File: config.mk
export PLATFORM = sky130hd
export DESIGN_NAME = prd_irq_gen
export DESIGN_NICKNAME = d
export VERILOG_FILES = /design/src/rtl/prd_irq_gen.sv
export SDC_FILE = /design/constraint.sdc
export NUM_CORES = 1
export LEC_CHECK = 0
export BUFFER_PORTS_ARGS = -buffer_cell sky130_fd_sc_hd__clkbuf_2
export CAP_MARGIN = 15
export CORE_MARGIN = 10
export CORE_UTILIZATION = 48
export CTS_CLUSTER_SIZE = 8
export DETAILED_ROUTE_END_ITERATION = 10
export HOLD_SLACK_MARGIN = 0.05
export PLACE_DENSITY_LB_ADDON = 0.05
export SYNTH_ARGS = -nofsm -noshare
export SYNTH_HDL_FRONTEND = slang
export SYNTH_SLANG_ARGS = --single-unit
File: constraint.sdc
create_clock -name clk -period 2.9 [get_ports clk]
set_clock_uncertainty 0.2 [all_clocks]
set_input_delay 0.145 -clock clk [delete_from_list [all_inputs] [get_ports clk]]
set_output_delay 0.145 -clock clk [all_outputs]
set_load 0.05 [all_outputs]
File: src/rtl/prd_irq_gen.sv
`timescale 1ns/1ps
module prd_irq_gen #(
  parameter int PRE_FAST = 128,
  parameter int PRE_MID  = 32
) (
  input  logic       clk,
  input  logic       rst_n,
  input  logic       tb_tick,
  input  logic [2:0] dv_sel,
  input  logic [3:0] rate_sel,
  input  logic       sqw_en,
  input  logic       pie,
  input  logic       aie,
  input  logic       uie,
  input  logic       upd_evt,
  input  logic       alm_evt,
  input  logic       stat_rd,
  output logic       sqw,
  output logic       irq,
  output logic [7:0] stat
);
  localparam int CNT_W = 15;
  localparam int PRE_MAX = (PRE_FAST > PRE_MID) ? PRE_FAST : PRE_MID;
  localparam int PRE_W = $clog2(PRE_MAX) + 1;

  logic             halt, slow_base, stage_tick, pe;
  logic [PRE_W-1:0] pre_cnt, pre_lim;
  logic [CNT_W-1:0] div_cnt, cnt_nxt, mask;
  logic [3:0]       tap;
  logic             sqw_q, uf, af, pf;

  assign halt      = dv_sel > 3'd2;
  assign slow_base = dv_sel == 3'd2;
  assign pre_lim   = (dv_sel == 3'd0) ? PRE_W'(PRE_FAST - 1) : PRE_W'(PRE_MID - 1);
  assign stage_tick = tb_tick && !halt && (slow_base || pre_cnt == pre_lim);

  always_ff @(posedge clk or negedge rst_n)
    if (!rst_n)                     pre_cnt <= '0;
    else if (halt)                  pre_cnt <= '0;
    else if (tb_tick && !slow_base) pre_cnt <= (pre_cnt == pre_lim) ? '0 : pre_cnt + 1'b1;

  always_comb begin
    case (rate_sel)
      4'd1:    tap = slow_base ? 4'd7 : 4'd0;
      4'd2:    tap = slow_base ? 4'd8 : 4'd1;
      default: tap = rate_sel - 4'd1;
    endcase
  end

  assign cnt_nxt = div_cnt + 1'b1;
  assign mask    = (CNT_W'(1) << tap) - 1'b1;
  assign pe      = stage_tick && (rate_sel != 4'd0) && ((cnt_nxt & mask) == '0);

  always_ff @(posedge clk or negedge rst_n)
    if (!rst_n)          div_cnt <= '0;
    else if (halt)       div_cnt <= '0;
    else if (stage_tick) div_cnt <= cnt_nxt;

  always_ff @(posedge clk or negedge rst_n)
    if (!rst_n)                         sqw_q <= 1'b0;
    else if (halt || rate_sel == 4'd0)  sqw_q <= 1'b0;
    else if (pe)                        sqw_q <= ~sqw_q;

  always_ff @(posedge clk or negedge rst_n)
    if (!rst_n) begin
      uf <= 1'b0;
      af <= 1'b0;
      pf <= 1'b0;
    end else begin
      uf <= upd_evt | (uf & ~stat_rd);
      af <= alm_evt | (af & ~stat_rd);
      pf <= pe      | (pf & ~stat_rd);
    end

  assign sqw  = sqw_en & sqw_q;
  assign irq  = (uf & uie) | (af & aie) | (pf & pie);
  assign stat = {irq, pf, af, uf, 4'b0000};
endmodule

==> run_results.csv <==
group,metric,value,unit
cts,path_clk_slew,0.09,ns
logic_synthesis,synth_top_area_cell,"dfrtp_1",
floorplan,die_area,8180,µm²
detailed_routing,wirelength,6140,µm
worst_setup_path,end_kind,"register",
logic_synthesis,synth_seq_cells,27,
timing,finalSetupTns,0,ns
detailed_routing,dr.pass1.iters,4,
logic_synthesis,synth.cell_area,2380,µm²
detailed_routing,num_vias,2362,
worst_setup_path,crit_fanout,4,
timing,slew_viol_final,0,
finish,diodes,0,
cts,cts.htree.levels,1,
power,ir_drop,0.172,mV
cts,clock_latency,0.27,ns
floorplan,rows,25,
detailed_routing,drt_iter0_markers,109,
finish,multi_input_area,1670,µm²
floorplan,pin_count,27,
worst_setup_path,cpLargestDelayFamily,"simple AND/OR/NAND/NOR gates",
cts,cts-root-buf,"clkbuf_8",
logic_synthesis,ys_top_cells_by_area,"dfrtp_1 28%, xor2_1 7.3%, nand2_1 5.5%",
worst_setup_path,max_stage_delay,0.28,ns
logic_synthesis,syn_inst,303,
placed_design,gp_congestion,0.876,
timing,finalSetupViolCount,0,
worst_setup_path,critical_path.startpoint_type,"primary input",
detailed_routing,wl_per_cell,14.3,µm
placed_design,hpwl,4700,µm
grt,grt.total_usage,0.149,
timing,final-hold-violation-count,0,
cts,cts_tree,"done",
grt,overflow,0,
worst_setup_path,path_buf_inv,2,
cts,cts_sinks,27,
logic_synthesis,synth_ff_type,"dfrtp_1",
logic_synthesis,synth_edf_count,0,
floorplan,die_h,90.5,µm
worst_setup_path,path_class,"in -> reg",
timing,whs,0.133,ns
grt,grt_pass1_vias,2329,
timing,period_share,0.933,
finish,fin_nets,386,
power,power_leakage,0.00129,µW
logic_synthesis,syn_avg_cell_area,7.87,µm²
cts,cts_made_buffers,3,
timing,period_minus_slack,2.71,ns
worst_setup_path,crit_arrival,2.71,ns
worst_setup_path,cp.required,2.90,ns
grt,grt_max_degree,28,
grt,antenna_found_initial,0,
finish,final_cell_mix,"40 x buf_4, 35 x nand2_1, 30 x nor2_1",
finish,area_growth,26.4,%
floorplan,initial_core_util,0.501,
finish,final_common_cell,"buf_4",
detailed_routing,antenna_left,0,
cts,clockBufferDepth,2,
floorplan,core,4750,µm²
timing,max_freq,370,MHz
timing,slew_headroom,0.555,
detailed_routing,remaining_drc_errors,0,
finish,post-route-util,0.633,
grt,grt_pass1_wl,10700,µm
power,powerDensity,301,nW/µm²
finish,drive_above_1_share,0.269,
detailed_routing,vias_per_cell,5.52,
placed_design,portBuffers,22,
worst_setup_path,path_cells,"buf_4, inv_2, ha_4, or2_4, a21oi_4, nor2_2, nor2_2, nand3_2, ha_4, a21boi_1, a31oi_1, o21ai_1, a222oi_1, nand4_1, nor3_2, mux2i_1",
floorplan,die_x,90.5,µm
finish,seqCellArea,676,µm²
logic_synthesis,ys_seq_area_frac,0.283,
logic_synthesis,yosys_warnings,0,
timing,worstMarginPinSlew,0.668,ns
power,power.total,907,µW
logic_synthesis,synth_top_area_frac,0.283,
run_status,status,"finished clean",
finish,fillCellCount,453,
logic_synthesis,async_reset_ff_frac,1.00,
min_path,min_path_type,"in -> reg",
logic_synthesis,synth_cell_type_count,61,
worst_setup_path,worst_path_max_delay_cell,"a222oi_1",
run,drv_cap,0,
## logic make-up (layout without fill, tap and decap cells)
kind of cell / Yosys count / after routing / synth area share
AND/OR/NAND/NOR: 132 / 132 / 0.278
AO/OA/AOI/OAI: 78 / 78 / 0.224
XOR/XNOR: 28 / 28 / 0.103
flip-flops: 27 / 27 / 0.283
buffers and inverters: 27 / 82 / 0.0609
adder cells (fa/ha/maj): 7 / 7 / 0.0367
multiplexers: 3 / 3 / 0.0126
other: 1 / 4 / 0.00157
## synth_stat cells (5+ instances only)
library cell  number
o21ai_0           13
nor3_1            13
a21oi_1           21
nor2_1            32
nand2_1           35
nand4_1            5
xnor2_1            8
buf_4              9
clkbuf_1           6
and3_1             5
ha_1               7
inv_1              8
dfrtp_1           27
xor2_1            20
nand3_1           14
## worst paths after layout
kind	start	end	slack (ns)	cells after the start
setup / recovery	rate_sel[1]	sqw_q	0.19	16
hold / removal	dv_sel[1]	pre_cnt[4]	0.13	5
setup reg to reg	div_cnt[1]	sqw_q	0.27	11
hold reg to reg	sqw_q	sqw_q	0.28	1
max in group asynchronous	rst_n	pf	1.83	2
min in group asynchronous	rst_n	pre_cnt[2]	0.24	2
## where the power goes
part | total, µW | switching [µW] | internal, µW
registers | 384 | 4.08 | 380
logic | 310 | 178 | 132
clock network | 214 | 117 | 96.3
## metrics by stage
| step | cells | instance area [µm²] | setup WS, ns |
|---|---|---|---|
| 2_1_floorplan | 306 | 2440 | -0.0340 |
| 3_3_place_gp | 414 | 2800 | -0.103 |
| 3_5_place_dp | 414 | 2800 | -0.215 |
| 4_1_cts | 425 | 2920 | 0.0187 |
| 5_1_grt | 428 | 3010 | -0.0434 |
| 6_report | 428 | 3010 | 0.195 |
## what timing repair did
action	4_1_cts	5_1_grt
endpoints found under the setup margin	0	2
buffers inserted	0	3
hold endpoints to repair	33	0
gates resized for setup	0	22
hold buffers	7	0
## state kept, by name (all words and copies together) (netlist names)
name and cells:
sqw_q 1, pre_cnt 8, div_cnt 15, pf 1
uf 1, af 1
## worst register-to-register path, stage by stage (launching register included)
cell,delay (ns)
dfrtp_1,0.42
ha_4,0.18
nand3_2,0.13
nor4_2,0.27
buf_4,0.16
nand4_1,0.10
xor2_1,0.21
nor3_1,0.07
o21a_1,0.10
or3_1,0.36
nor3_2,0.17
mux2i_1,0.20
## layer usage
metal  vias to the layer above  part of all wire  track usage
li1                       1195                 -            -
met1                      1101              0.46        0.198
met2                        62              0.49        0.245
met3                         4             0.048       0.0249
met4                         0            0.0072       0.0318
met5                         -                 0            0
## layout make-up
| cell class | instances | share of cell area |
|---|---|---|
| Multi-Input combinational cell | 252 | 0.554 |
| Sequential cell | 27 | 0.224 |
| Timing Repair Buffer | 70 | 0.167 |
| Tap cell | 67 | 0.0278 |
| Clock buffer | 3 | 0.0137 |
| Inverter | 8 | 0.0108 |
| Clock inverter | 1 | 0.00166 |
(Power assumes the default switching activity.)
